--- src/rtl/sfs_pkg.sv ---
package sfs_pkg;
    // per-channel steering decided from the block inputs
    typedef struct packed {
        logic fault;   // condition present: assert and zero the count
        logic block;   // force inactive and clear all state
        logic bypass;  // release without hold-off
        logic hold;    // latch the channel while active
    } chan_ctl_t;

    localparam int NUM_CH = 2;
    localparam int CH_UV  = 0;
    localparam int CH_OV  = 1;
endpackage

--- src/rtl/sfs_ctl_decode.sv ---
module sfs_ctl_decode
    import sfs_pkg::*;
(
    input  logic      uv_flag,
    input  logic      ov_flag,
    input  logic      lockout,
    input  logic      latch_ctl,
    input  logic      out_disable,
    input  logic      tmr_bypass,
    output chan_ctl_t uv_ctl,
    output chan_ctl_t ov_ctl
);
    always_comb begin
        // UV: lockout always forces it; disable masks the flag and skips the hold-off
        uv_ctl.fault  = lockout | (uv_flag & ~out_disable);
        uv_ctl.block  = 1'b0;
        uv_ctl.bypass = tmr_bypass | out_disable;
        uv_ctl.hold   = 1'b0;

        // OV: lockout and disable clear and block it; latch when latch_ctl low
        ov_ctl.fault  = ov_flag;
        ov_ctl.block  = lockout | out_disable;
        ov_ctl.bypass = tmr_bypass;
        ov_ctl.hold   = ~latch_ctl;
    end
endmodule

--- src/rtl/sfs_hold_channel.sv ---
module sfs_hold_channel
    import sfs_pkg::*;
#(
    parameter int CW         = 16,
    parameter bit RST_ACTIVE = 1'b0
) (
    input  logic          clk,
    input  logic          rst,
    input  chan_ctl_t     ctl,
    input  logic [CW-1:0] limit,
    output logic          active
);
    localparam int EW = CW + 1;

    typedef struct packed {
        logic          active;
        logic          latched;
        logic [CW-1:0] cnt;
    } ch_state_t;

    ch_state_t st_d, st_q;
    logic [EW-1:0] cnt_inc_d;
    logic [EW-1:0] limit_eff_d;

    always_comb begin
        cnt_inc_d   = {1'b0, st_q.cnt} + EW'(1);
        limit_eff_d = (limit == '0) ? EW'(1) : {1'b0, limit};
        st_d        = st_q;
        if (ctl.block) begin
            st_d = '0;
        end else if (ctl.fault) begin
            st_d.active  = 1'b1;
            st_d.latched = ctl.hold;
            st_d.cnt     = '0;
        end else if (st_q.active) begin
            if (ctl.hold) begin
                st_d.latched = 1'b1;
                st_d.cnt     = '0;
            end else if (st_q.latched || ctl.bypass || (cnt_inc_d >= limit_eff_d)) begin
                st_d = '0;
            end else begin
                st_d.cnt = cnt_inc_d[CW-1:0];
            end
        end
    end

    always_ff @(posedge clk) begin
        if (rst) begin
            st_q.active  <= RST_ACTIVE;
            st_q.latched <= 1'b0;
            st_q.cnt     <= '0;
        end else begin
            st_q <= st_d;
        end
    end

    assign active = st_q.active;
endmodule

--- src/rtl/supply_fault_supervisor.sv ---
module supply_fault_supervisor
    import sfs_pkg::*;
#(
    parameter int CW = 16
) (
    input  logic          clk,
    input  logic          rst,
    input  logic          uv_flag,
    input  logic          ov_flag,
    input  logic          lockout,
    input  logic          latch_ctl,
    input  logic          out_disable,
    input  logic          tmr_bypass,
    input  logic [CW-1:0] hold_cycles,
    output logic          uv_n,
    output logic          ov_n,
    output logic          ov_p
);
    chan_ctl_t          ctl [NUM_CH];
    logic [NUM_CH-1:0]  ch_active;

    sfs_ctl_decode u_dec (
        .uv_flag     (uv_flag),
        .ov_flag     (ov_flag),
        .lockout     (lockout),
        .latch_ctl   (latch_ctl),
        .out_disable (out_disable),
        .tmr_bypass  (tmr_bypass),
        .uv_ctl      (ctl[CH_UV]),
        .ov_ctl      (ctl[CH_OV])
    );

    // reset lands in lockout: UV channel starts active, OV channel cleared
    for (genvar ch = 0; ch < NUM_CH; ch++) begin : g_ch
        sfs_hold_channel #(
            .CW         (CW),
            .RST_ACTIVE (ch == CH_UV)
        ) u_ch (
            .clk    (clk),
            .rst    (rst),
            .ctl    (ctl[ch]),
            .limit  (hold_cycles),
            .active (ch_active[ch])
        );
    end

    assign uv_n = ~ch_active[CH_UV];
    assign ov_n = ~ch_active[CH_OV];
    assign ov_p =  ch_active[CH_OV];
endmodule

--- config.mk ---
export PLATFORM = sky130hd
export DESIGN_NAME = supply_fault_supervisor
export DESIGN_NICKNAME = d
export VERILOG_FILES = /design/src/rtl/sfs_pkg.sv /design/src/rtl/sfs_ctl_decode.sv /design/src/rtl/sfs_hold_channel.sv /design/src/rtl/supply_fault_supervisor.sv
export SDC_FILE = /design/constraint.sdc
export NUM_CORES = 1
export LEC_CHECK = 0
export CAP_MARGIN = 0
export CORE_MARGIN = 1.5
export CORE_UTILIZATION = 40
export DETAILED_ROUTE_END_ITERATION = 6
export GPL_TIMING_DRIVEN = 0
export MAX_ROUTING_LAYER = met4
export PLACE_DENSITY = 0.59
export SLEW_MARGIN = 20
export SYNTH_ARGS = -nofsm -noshare
export SYNTH_HDL_FRONTEND = slang
export SYNTH_SLANG_ARGS = --single-unit
--- constraint.sdc ---
create_clock -name clk -period 8.7 [get_ports clk]
set_input_delay 2.61 -clock clk [delete_from_list [all_inputs] [get_ports clk]]
set_output_delay 2.61 -clock clk [all_outputs]
set_load 0.02 [all_outputs]
==> results.txt <==
----------------------------------------------------
[Run status]
  Run status ... finished, violations left
  Violations in the final reports ... DRC

[Synthesis]
  Fraction of the yosys area taken by sequential cells ... a little over a quarter
  Synth Net Count ... ~390
  Top_reg_cell synth ... dfxtp_1
  Gate Count Post-Synth ... 330
  Avg Inst Size Synth ... 8.14 um^2
  Count of flip-flops with a built-in enable after synthesis ... 0
  Post-synthesis register bit count ... 35
  Yosys warnings ... 0
  Post-synthesis instance area ... roughly 0.0027 mm^2
  Share of synthesized flip-flops with an asynchronous set or reset ... 0%
  Cell variety after synth ... 47

[Finish]
  Area growth from synthesis to layout ... 17.0%
  Most common library cell in the layout ignoring fill and taps ... dfxtp_1
  Leading cell types in the layout, fill and taps excluded ... dfxtp_1 (35), ha_1 (34), nand2_1 (31), nand3_1 (28)
  # diodes ... 0
  Final-stage net count ... ~420
  Layout cell share with drive strength beyond 1 ... 5.22%

[Worst setup path]
  Crit. End Element ... flip-flop
  Register-to-Register Setup Slack ... roughly 5 ns
  Worst-case reg-to-reg path depth ... 13
  Beginning of the worst register-to-register path ... g_ch[1].u_ch.st_q[0]$_SDFFE_PP0P_
  Maximum fanout count along the critical path ... 10
  Data arrival at the endpoint of the critical path ... between 5 and 6 ns
  Type of the worst setup path ... in -> reg
  Cell with the most instances on the worst path ... nor4_1
  Cell breakdown of the critical path ... clkdlybuf4s50_1, nor4_1, a41o_1, ha_1, nand4_1, nor4_1, a311o_2, a211oi_4, buf_6, nand3_1, a21oi_1
  Number of buffer and inverter instances along the worst setup path ... 2
  Crit path largest cell delay ... approximately 0.49 ns
  Standard cell with the maximum stage delay on the critical path ... nor4_1
  Startpoint type of the worst setup path ... input port
  CP delay by family, top ... compound AO/OA/AOI/OAI gates
  Worst reg2reg endpoint ... g_ch[1].u_ch.st_q[15]$_SDFFE_PP0P_
  Required @ worst endpoint ... 8.92 ns

[Placed design]
  Half-perimeter wire length of the detailed placement result ... approximately 5100 um
  Setup slack after placement ... 3.11 ns
  Final weighted congestion of routability-driven global placement ... just over 0.8
  Count of input and output buffers ... 26

[Clocking]
  Clock net sink count ... 35
  Clock root buffer master ... clkbuf_8
  Resized cells post-CTS ... 0
  CTS tree ... yes
  Clock slew at reported path FFs ... about 0.070 ns
  H-tree depth ... 2
  Hold buffers post-CTS ... 0
  Clock Latency Late Sink ... about 0.28 ns
  Total setup buffers inserted after CTS ... 0
  Largest buffer count on any clock path ... 2
  Number of clock buffers inserted by TritonCTS ... 5

[Power]
  Switching share of power ... 23.9%
  Internal power summed over all cells ... 253 uW
  Power density over cell area ... around 110 mW/mm^2
  Psw ... a little under 80 uW
  Fraction of power consumed by sequential logic ... between 40 and 50%
  Comb pwr share ... between 10% and 20%
  Clock network fraction of design power ... between 30% and 40%
  Pleak ... 0.00131 uW
  Max VDD drop ... a little under 0.07 mV

[Worst hold path]
  Hold Path Cell Cnt ... 2
  Path category of the worst min-delay check ... reg -> reg
  Worst-case hold path end point ... g_ch[1].u_ch.st_q[11]$_SDFFE_PP0P_
  Worst Min Path Start ... g_ch[1].u_ch.st_q[11]$_SDFFE_PP0P_

[Route]
  Max Used Layer ... met4
  Drt pass-1 iters ... 6
  Post-route antenna net violation count ... 0
  Post-Route M1 WL ... 3330 um
  Met3 Routed Length ... between 300 and 400 um
  Post-detailed-route DRC marker count ... 2
  Total number of vias ... around 2400
  Wire length on met2 ... between 2000 and 3000 um
  Number of DRC markers in iteration 0 ... approximately 140
  Routed wire length ... between 6000 and 7000 um
  Routed length per placed instance ... 14.4 um
  Mean number of vias per cell ... around 5.5

[Timing]
  Relative max-transition margin ... around three fifths
  RSZ-0062 raised after global routing ... no
  Setup TNS ... 0 ns
  Final hold vios ... 0
  Clk_skew ... roughly 0.0032 ns
  Final setup fails ... 0
  Final Max Tran Viols ... 0
  Minimum clock period after layout ... 5.30 ns
  Maximum clock rate ... 0.189 GHz
  Worst-margin pin slew ... between 0.5 and 0.6 ns
  Fin worst setup slack ... about 3.4 ns
  Period utilization ... between 60% and 70%

[Global routing]
  First-pass GRT wire length ... 10600 um
  All-layer global routing usage ... 19.0%
  Maximum number of pins on one net before global-route repair ... 11
  Number of global-route vias before repair ... ~2200
  Total global routing overflow ... 0
  Antenna violations before repair ... 0

[Flow run]
  Reported max-cap violation count ... 0

[Die]
  Core area ... ~0.0064 mm^2
  Die area ... ~0.0072 mm^2
  Initial core utilization ... a little over two fifths
  Number of placed I/O pins ... 27
  Placement row count ... 29
  Y dimension of the die ... about 85 um
  Horizontal die dimension ... ~85 um

----------------------------------------------------
through the flow:
stage          util, %  hold WS [ns]  area (um^2)  power [uW]  instances
5_1_grt           48.9         0.501         3140         351        441
2_1_floorplan        -         0.441         2690         187        330
3_3_place_gp      47.4         0.450         3040         205        433
4_1_cts           48.9         0.471         3140         338        441
3_5_place_dp      47.4         0.461         3040         205        433
6_report          48.9         0.472         3140         332        441
power groups by stage:
stage               Clock (uW)  Sequential (uW)  Combinational (uW)
finish                     130              162                40.3
global placement             0              165                39.8
global route               144              162                45.0
floorplan                    0              165                21.3
detailed placement           0              165                40.1
CTS                        136              162                40.4
worst max-delay path by stage:
stage,start,end,slack [ns],cells after the start
after detailed placement,hold_cycles[8],g_ch[1].u_ch.st_q[15]$_SDFFE_PP0P_,3.11,11
after global routing,hold_cycles[8],g_ch[1].u_ch.st_q[14]$_SDFFE_PP0P_,3.20,11
after global placement,hold_cycles[8],g_ch[1].u_ch.st_q[1]$_SDFFE_PP0P_,3.08,11
after CTS,hold_cycles[8],g_ch[1].u_ch.st_q[14]$_SDFFE_PP0P_,3.40,11
final,hold_cycles[8],g_ch[1].u_ch.st_q[15]$_SDFFE_PP0P_,3.40,11
after floorplan,hold_cycles[8],g_ch[1].u_ch.st_q[14]$_SDFFE_PP0P_,4.14,10
synthesized netlist by cell type (all sizes together) (2+ instances only):
| master | instances | area, um^2 |
|---|---|---|
| dfxtp | 35 | 701 |
| ha | 34 | 425 |
| nand2 | 31 | 116 |
| nand3 | 28 | 140 |
| inv | 26 | 97.6 |
| a21oi | 25 | 129 |
| nor2 | 19 | 71.3 |
| xnor2 | 18 | 158 |
| nand4 | 13 | 81.3 |
| a22o | 11 | 96.3 |
| nor3 | 10 | 50.1 |
| xor2 | 10 | 87.6 |
| o21ai | 9 | 45.0 |
| and3 | 8 | 50.1 |
| nor4 | 6 | 37.5 |
| clkbuf | 5 | 18.8 |
| buf | 4 | 30.0 |
| nand2b | 4 | 25.0 |
| a31oi | 3 | 18.8 |
| o211ai | 3 | 27.5 |
| o21a | 3 | 22.5 |
| or3 | 3 | 23.8 |
| a211oi | 2 | 27.5 |
| a21o | 2 | 15.0 |
| a311oi | 2 | 17.5 |
cell families after synthesis:
logic type      share of synthesized area [%]
xor+xnor                                 9.13
simple gates                             24.3
flops                                    26.1
buf+inv                                  5.59
fa+ha+maj                                15.8
compound gates                           19.1
per-layer routing:
layer,GRT usage (%),up-vias
li1,-,1263
met1,28.9,1079
met2,26.0,65
met3,2.82,6
met4,5.07,0
met5,-,-
final cells by class:
type                    count  area (um^2)
flip-flops and latches     35          701
fillers                   655         3280
plain buffers               9         48.8
well taps                  77         96.3
repair buffers             26          260
clock buffers               8          100
multi-input cells         259         1830
inverters                  27          101
sequential cells by signal, indices dropped and copies added, names as in the netlist:
register,count
g_ch.u_ch.st_q,33
g_ch.u_ch.active,2
worst min-delay path, cell delays in order, from the launching register on:
cell and delay (ns):
dfxtp_1 0.31, nand2_1 0.06, a21oi_1 0.05
(Power assumes the default switching activity.)
